<file path="config.mk">
export PLATFORM = sky130hd
export DESIGN_NAME = smt_iq
export DESIGN_NICKNAME = d
export VERILOG_FILES = /design/src/rtl/smt_iq.sv
export SDC_FILE = /design/constraint.sdc
export NUM_CORES = 1
export LEC_CHECK = 0
export BUFFER_PORTS_ARGS = -buffer_cell sky130_fd_sc_hd__buf_4
export CAP_MARGIN = 25
export CORE_ASPECT_RATIO = 1.75
export CORE_UTILIZATION = 50
export DETAILED_ROUTE_END_ITERATION = 7
export PLACE_DENSITY_LB_ADDON = 0.12
export SLEW_MARGIN = 30
export SYNTH_ARGS = -nofsm -noshare
export SYNTH_HDL_FRONTEND = slang
export SYNTH_SLANG_ARGS = --single-unit
</file>
<file path="constraint.sdc">
create_clock -name clk -period 4.1 [get_ports clk]
set_input_delay 1.025 -clock clk [delete_from_list [all_inputs] [get_ports clk]]
set_output_delay 1.025 -clock clk [all_outputs]
set_load 0.01 [all_outputs]
</file>
<file path="src/rtl/smt_iq.sv">
module smt_iq #(
  parameter int N = 8,
  parameter int W = 16
) (
  input  logic         clk,
  input  logic         rst_n,
  input  logic         dual_req,
  input  logic         t0_valid,
  input  logic [W-1:0] t0_data,
  output logic         t0_ready,
  input  logic         t1_valid,
  input  logic [W-1:0] t1_data,
  output logic         t1_ready,
  input  logic         deq_ready,
  output logic         deq_valid,
  output logic [W-1:0] deq_data,
  output logic         deq_tid,
  output logic         dual_mode
);
  localparam int AW = $clog2(N);
  localparam int CW = AW + 1;
  localparam int HALF = N / 2;

  logic [W-1:0] mem [N];
  logic [1:0][AW-1:0] head, tail;
  logic [1:0][CW-1:0] cnt;
  logic eturn, dturn;

  function automatic logic [AW-1:0] phys(input logic d, input logic t, input logic [AW-1:0] p);
    return d ? {t, p[AW-2:0]} : p;
  endfunction

  function automatic logic [AW-1:0] nxt(input logic d, input logic [AW-1:0] p);
    return d ? {1'b0, p[AW-2:0] + 1'b1} : p + 1'b1;
  endfunction

  logic [CW-1:0] cap;
  logic pend, sp0, sp1, acc0, acc1, grant1, enq, etid;
  logic ne0, ne1, dsel, deq;

  assign cap  = dual_mode ? CW'(HALF) : CW'(N);
  assign pend = dual_req != dual_mode;
  assign sp0  = !pend && (cnt[0] < cap);
  assign sp1  = !pend && dual_mode && (cnt[1] < cap);
  assign acc0 = t0_valid && sp0;
  assign acc1 = t1_valid && sp1;

  assign t0_ready = sp0 && (!eturn || !acc1);
  assign t1_ready = sp1 && (eturn || !acc0);
  assign grant1   = t1_valid && t1_ready;
  assign enq      = (t0_valid && t0_ready) || grant1;
  assign etid     = grant1;

  assign ne0       = cnt[0] != '0;
  assign ne1       = cnt[1] != '0;
  assign dsel      = (dturn ? ne1 : ne0) ? dturn : !dturn;
  assign deq_valid = ne0 || ne1;
  assign deq_tid   = dsel;
  assign deq_data  = mem[phys(dual_mode, dsel, head[dsel])];
  assign deq       = deq_valid && deq_ready;

  always_ff @(posedge clk) begin
    if (enq)
      mem[phys(dual_mode, etid, tail[etid])] <= etid ? t1_data : t0_data;
  end

  always_ff @(posedge clk) begin
    if (!rst_n) begin
      dual_mode <= 1'b0;
      eturn     <= 1'b0;
      dturn     <= 1'b0;
      head      <= '0;
      tail      <= '0;
      cnt       <= '0;
    end else begin
      if (pend && !deq_valid) begin
        dual_mode <= dual_req;
        head      <= '0;
        tail      <= '0;
      end
      if (enq) begin
        tail[etid] <= nxt(dual_mode, tail[etid]);
        eturn      <= !etid;
      end
      if (deq) begin
        head[dsel] <= nxt(dual_mode, head[dsel]);
        dturn      <= !dsel;
      end
      for (int t = 0; t < 2; t++)
        cnt[t] <= cnt[t] + CW'(enq && (etid == 1'(t))) - CW'(deq && (dsel == 1'(t)));
    end
  end
endmodule

</file>
==> out/qor.yml, run 1 <==
status:
  status: "finished clean"
finish:
  antenna_cells: 0
  post-route-util_pct: 62.7
  nNetsFinal: 602
  drive_gt1_share_pct: 31.5
  syn_to_final_growth_pct: 22.3
  fin_area_um2: 8110
grt:
  grt_pass1_vias: 4220
  antenna_found_initial: 0
  busiest_layer: "met2"
  grt_max_degree: 25
  grt_first_pass_wirelength_um: 21800
  gr-usage-met2_pct: 41.6
  grt_use_met1_pct: 23.5
  overflow: 0
  met3_usage_pct: 4.06
  grt_use_total_pct: 22.2
route:
  via_per_inst: 5.44
  via_count: 3974
  remaining_drc_errors: 0
  wl_um: 14000
  dr.pass1.iters: 5
  drtIter0Drc: 220
  post_drt_wl_per_cell_um: 19.1
  final_antenna_net_count: 0
floorplan:
  start_util_pct: 51.2
  die_h_um: 154
  die_area_um2: 13700
  std_cell_rows: 55
  pin_count: 59
  fp.dieW_um: 89.0
  core_area_um2: 12900
setup_path:
  slowest_stage: "or3b_4"
  required_ps: 3070
  end_kind: "primary output"
  crit_chain: "inv_1 > ha_1 > or3b_4 > mux2i_4 > buf_12 > mux2_4 > buf_4 > mux2_2 > o22ai_1 > a221oi_2 > buf_4"
  path_delay_family: "multiplexers"
  arrival_ps: 3030
  cpMostUsedCell: "buf_4"
  cpPeakStageDelay_ps: 420
  start_kind: "flop"
  ff2ff_setup_slack_ps: 820
  path_class: "flop to primary output"
  cp_max_fo: 7
  path_buf_inv: 4
run:
  drv_cap: 0
yosys:
  synth_top_area_share_pct: 58.0
  synth_edf_count: 128
  syn_avg_cell_area_um2: 14.2
  synthArstFlopShare_pct: 0
  synthTopCellsByArea: "edfxtp_1, dfxtp_1, mux2_2"
  synth_seq_cells: 151
  synth_warnings: 0
  synthDistinctLibCells: 50
  synth_area_leader_cell: "edfxtp_1"
  syn_nets: 521
  ys_seq_area_share_pct: 64.9
  ys.flop_type: "edfxtp_1"
  syn-cell-area_um2: 6630
  syn_inst: 466
sta:
  period_share_pct: 98.9
  rsz0062_at_grt: "true"
  max_freq_mhz: 247
  finalHoldViolations: 0
  clock_skew_ps: 10.5
  final-setup-viol-count: 0
  fin_hold_ws_ps: 490
  fin_tns_setup_ps: 0
  worstMarginPinSlew_ps: 938
  slew_viol_final: 0
  min_period_ps: 4060
  slew_headroom_pct: 37.5
power:
  total_power_mw: 5.21
  p_per_area_nw_per_um2: 642
  ir_drop_v: 0.000549
  p_leak_nw: 2.97
placement:
  gp_congestion: 0.833
  dpl-instance-area_um2: 7360
  portBuffers: 58
  hpwlAfterDp_um: 9100
cts:
  h-tree-depth: 4
  clkLatencyLatePin_ps: 420
  cts_inserted_buffers: 17
  tritoncts: "yes"
  cts_num_sinks: 151
  root_buffer: "clkbuf_16"
  clkSlewWorstSetupHoldPaths_ps: 60
  ctsLongestPathBuffers: 2
  ctsHoldBuffers: 0
hold_path:
  min_path_type: "flop to flop"
[worst paths after layout]
| kind | startpoint | end | depth (start not counted) |
|---|---|---|---|
| setup reg to reg | dual_mode | tail[5] | 12 |
| setup / recovery | cnt[6] | deq_data[2] | 11 |
| hold / removal | head[1] | head[1] | 2 |
| hold reg to reg | head[1] | head[1] | 2 |
[synth_stat cells (all sizes together), types with 10 or more instances]
| cell | number |
|---|---|
| mux2i | 37 |
| buf | 11 |
| nand2 | 64 |
| o22ai | 19 |
| mux2 | 34 |
| nand3 | 11 |
| and2 | 10 |
| inv | 18 |
| dfxtp | 23 |
| edfxtp | 128 |
| a221oi | 15 |
| ha | 15 |
[power by group]
group / switching [mW] / total, mW / internal [mW]
clock network: 0.612 / 1.51 / 0.898
logic: 0.913 / 1.85 / 0.938
registers: 0.0664 / 1.85 / 1.78
[through the flow]
step           worst slack [ps]  instances
2_1_floorplan              49.3        466
3_3_place_gp                280        694
3_5_place_dp                199        694
4_1_cts                    1.59        730
5_1_grt                   -14.9        730
6_report                   44.7        730
[logic make-up (layout without fill, tap and decap cells)]
family	count (synthesis)	after routing	synth area share (%)
AO/OA/AOI/OAI	65	65	7.38
XOR/XNOR	7	7	0.925
adder cells (fa/ha/maj)	17	17	3.43
buffers and inverters	39	131	3.43
flip-flops	151	151	64.9
multiplexers	71	72	11.6
AND/OR/NAND/NOR	116	116	8.30
[metal layers]
metal  wire [um]  vias to the layer above
met4         362                        0
met2        8020                       86
li1            -                     1929
met3         461                       18
met5           0                        -
met1        5110                     1941
[tightest hold or removal path, stage by stage (launching register included)]
cell      delay [ps]
dfxtp_1          310
nand3_1           60
a21boi_0          70
[placed cells by master, fill, tap and decap left out, types with 3 or more instances in the layout]
master	n
edfxtp_1	128
buf_4	74
nand2_1	64
mux2i_1	35
mux2_2	33
dfxtp_1	23
inv_1	18
clkbuf_16	17
ha_1	15
o22ai_1	12
a221oi_2	12
nand3_1	11
and2_1	10
nand2b_1	7
nor2_1	7
nor2b_1	7
a21oi_1	5
o21ai_0	5
a21boi_0	5
o22ai_2	4
o32ai_2	4
xnor2_1	4
clkinv_4	4
buf_12	4
a221oi_1	3
o22ai_4	3
xor2_1	3
[final cells by class]
cell class / count / area, um^2
Multi-Input combinational cell: 277 / 2270
Timing Repair Buffer: 81 / 673
Fill cell: 1016 / 4830
Clock buffer: 17 / 425
Sequential cell: 151 / 4300
Tap cell: 171 / 214
Inverter: 19 / 71.3
Clock inverter: 14 / 153
[state kept, by name, summed over array words and instances (netlist names)]
name and flops:
eturn 1, mem 128, dturn 1, dual_mode 1, cnt 8, tail 6
head 6
[what timing repair did]
action                                  CTS  global route
gates resized for setup                   5            13
setup buffers                             4             0
endpoints found under the setup margin   14            14
cloned                                    1             0
No activity file was read; power rests on OpenSTA's default activity.
==> run 2: changes to the inputs <==
- PLACE_DENSITY: not set -> 0.75
- PLACE_DENSITY_LB_ADDON: 0.12 -> not set
==> run 2 against run 1 <==
Clock skew barely moved. Non-clock buffer count rose by 5. Largest power group unchanged. Sequential power barely moved. Worst setup slack improved by 26 ps. Register-to-register slack improved by 110 ps. Sequential cell count did not move. Global-route usage fell by 0.46 points.
==> out/qor.yml, run 2 (synthesis results as in run 1) <==
status:
  status: "finished clean"
cts:
  tritoncts: "yes"
  root_buffer: "clkbuf_16"
  cts_inserted_buffers: 17
  clkSlewWorstSetupHoldPaths_ps: 60
  ctsHoldBuffers: 0
  clkLatencyLatePin_ps: 410
  h-tree-depth: 4
  cts_num_sinks: 151
  ctsLongestPathBuffers: 2
route:
  met2_length_um: 7930
  via_per_inst: 5.55
  met3_length_um: 634
  drtIter0Drc: 192
  routed.top_layer: "met4"
  drt-met1-wl_um: 5090
  post_drt_wl_per_cell_um: 19.0
  dr.pass1.iters: 5
  via_count: 4086
  wl_um: 14000
  remaining_drc_errors: 0
  final_antenna_net_count: 0
setup_path:
  path_buf_inv: 5
  cp_max_fo: 16
  start_kind: "flop"
  path_class: "flop to primary output"
  arrival_ps: 3000
  path_delay_family: "buffers and inverters"
  cpPeakStageDelay_ps: 410
  slowest_stage: "or3b_4"
  crit_chain: "inv_1 > ha_1 > or3b_4 > mux2i_4 > buf_4 > mux2i_2 > inv_1 > nand2_1 > buf_6 > o22ai_1 > a221oi_1 > buf_4"
  required_ps: 3070
  end_kind: "primary output"
floorplan:
  die_area_um2: 13700
  core_area_um2: 12900
  start_util_pct: 51.2
  std_cell_rows: 55
  die_h_um: 154
  pin_count: 59
  fp.dieW_um: 89.0
finish:
  largest_reg_flops: 128
  final_common_cell: "edfxtp_1"
  drive_gt1_share_pct: 31.0
  post-route-util_pct: 62.2
  nNetsFinal: 607
  syn_to_final_growth_pct: 21.3
  final_cell_mix: "edfxtp_1, buf_4, nand2_1, mux2i_1, mux2_2"
  fin_cells: 736
  antenna_cells: 0
  fin_area_um2: 8040
power:
  p_per_area_nw_per_um2: 633
  p_leak_nw: 2.96
  ir_drop_v: 0.000470
  total_power_mw: 5.10
sta:
  slew_viol_final: 0
  worstMarginPinSlew_ps: 741
  min_period_ps: 4030
  fin_ws_ps: 70.6
  final-setup-viol-count: 0
  max_freq_mhz: 248
  slew_headroom_pct: 50.1
  period_share_pct: 98.3
  finalHoldViolations: 0
  clock_skew_ps: 10.7
  fin_tns_setup_ps: 0
  fin_hold_ws_ps: 500
placement:
  hpwlAfterDp_um: 8960
  portBuffers: 58
  dpl-instance-area_um2: 7340
  gp_congestion: 0.801
  place_ws_ps: 245
  dp.cells: 695
grt:
  overflow: 0
  grt_max_degree: 33
  grt_pass1_vias: 4347
  grt_use_total_pct: 21.8
  antenna_found_initial: 0
  grt_first_pass_wirelength_um: 21800
hold_path:
  min_path_type: "flop to flop"
run:
  drv_cap: 0
## run 2: cell types whose count changed in the layout (fill, tap and decap cells not counted), sizes merged
cell and delta:
inv +5, buf +4, bufinv -2, clkinv -2
clkbuf +1
## run 2: worst paths after layout
check,cells after the start,startpoint,to,slack [ps]
worst max-delay path,12,cnt[6],deq_data[0],70
worst min-delay path,2,head[4],head[4],500
worst max register to register,12,dual_mode,tail[4],930
worst min register to register,2,head[4],head[4],500
## run 2: cell type report
class,count,area (um^2)
repair buffers,86,683
well taps,171,214
clock inverters,15,131
clock buffers,17,425
inverters,19,71.3
fillers,1036,4890
flip-flops and latches,151,4300
multi-input cells,277,2210
## run 2: layer usage
| metal | global-route usage (%) | vias up |
|---|---|---|
| li1 | - | 1938 |
| met2 | 39.6 | 132 |
| met1 | 24.2 | 1999 |
| met3 | 4.70 | 17 |
| met4 | 8.24 | 0 |
| met5 | 0 | - |
## run 2: timing repair
| action | in CTS | in global routing |
|---|---|---|
| gates resized for setup | 1 | 9 |
| pin swaps | 0 | 0 |
| endpoints found under the setup margin | 14 | 13 |
| buffers inserted | 5 | 2 |
| gates cloned | 1 | 1 |
| endpoints found under the hold margin | 0 | 0 |
## run 2: tightest hold or removal path: stages, from the launching register on
cell	delay [ps]
dfxtp_1	320
nand3_1	60
a21boi_0	70
## run 2: report_power, final
group | switching (mW) | total, mW | internal [mW]
registers | 0.0630 | 1.84 | 1.78
logic | 0.895 | 1.81 | 0.917
clock network | 0.642 | 1.44 | 0.797
total | 1.60 | 5.10 | 3.50
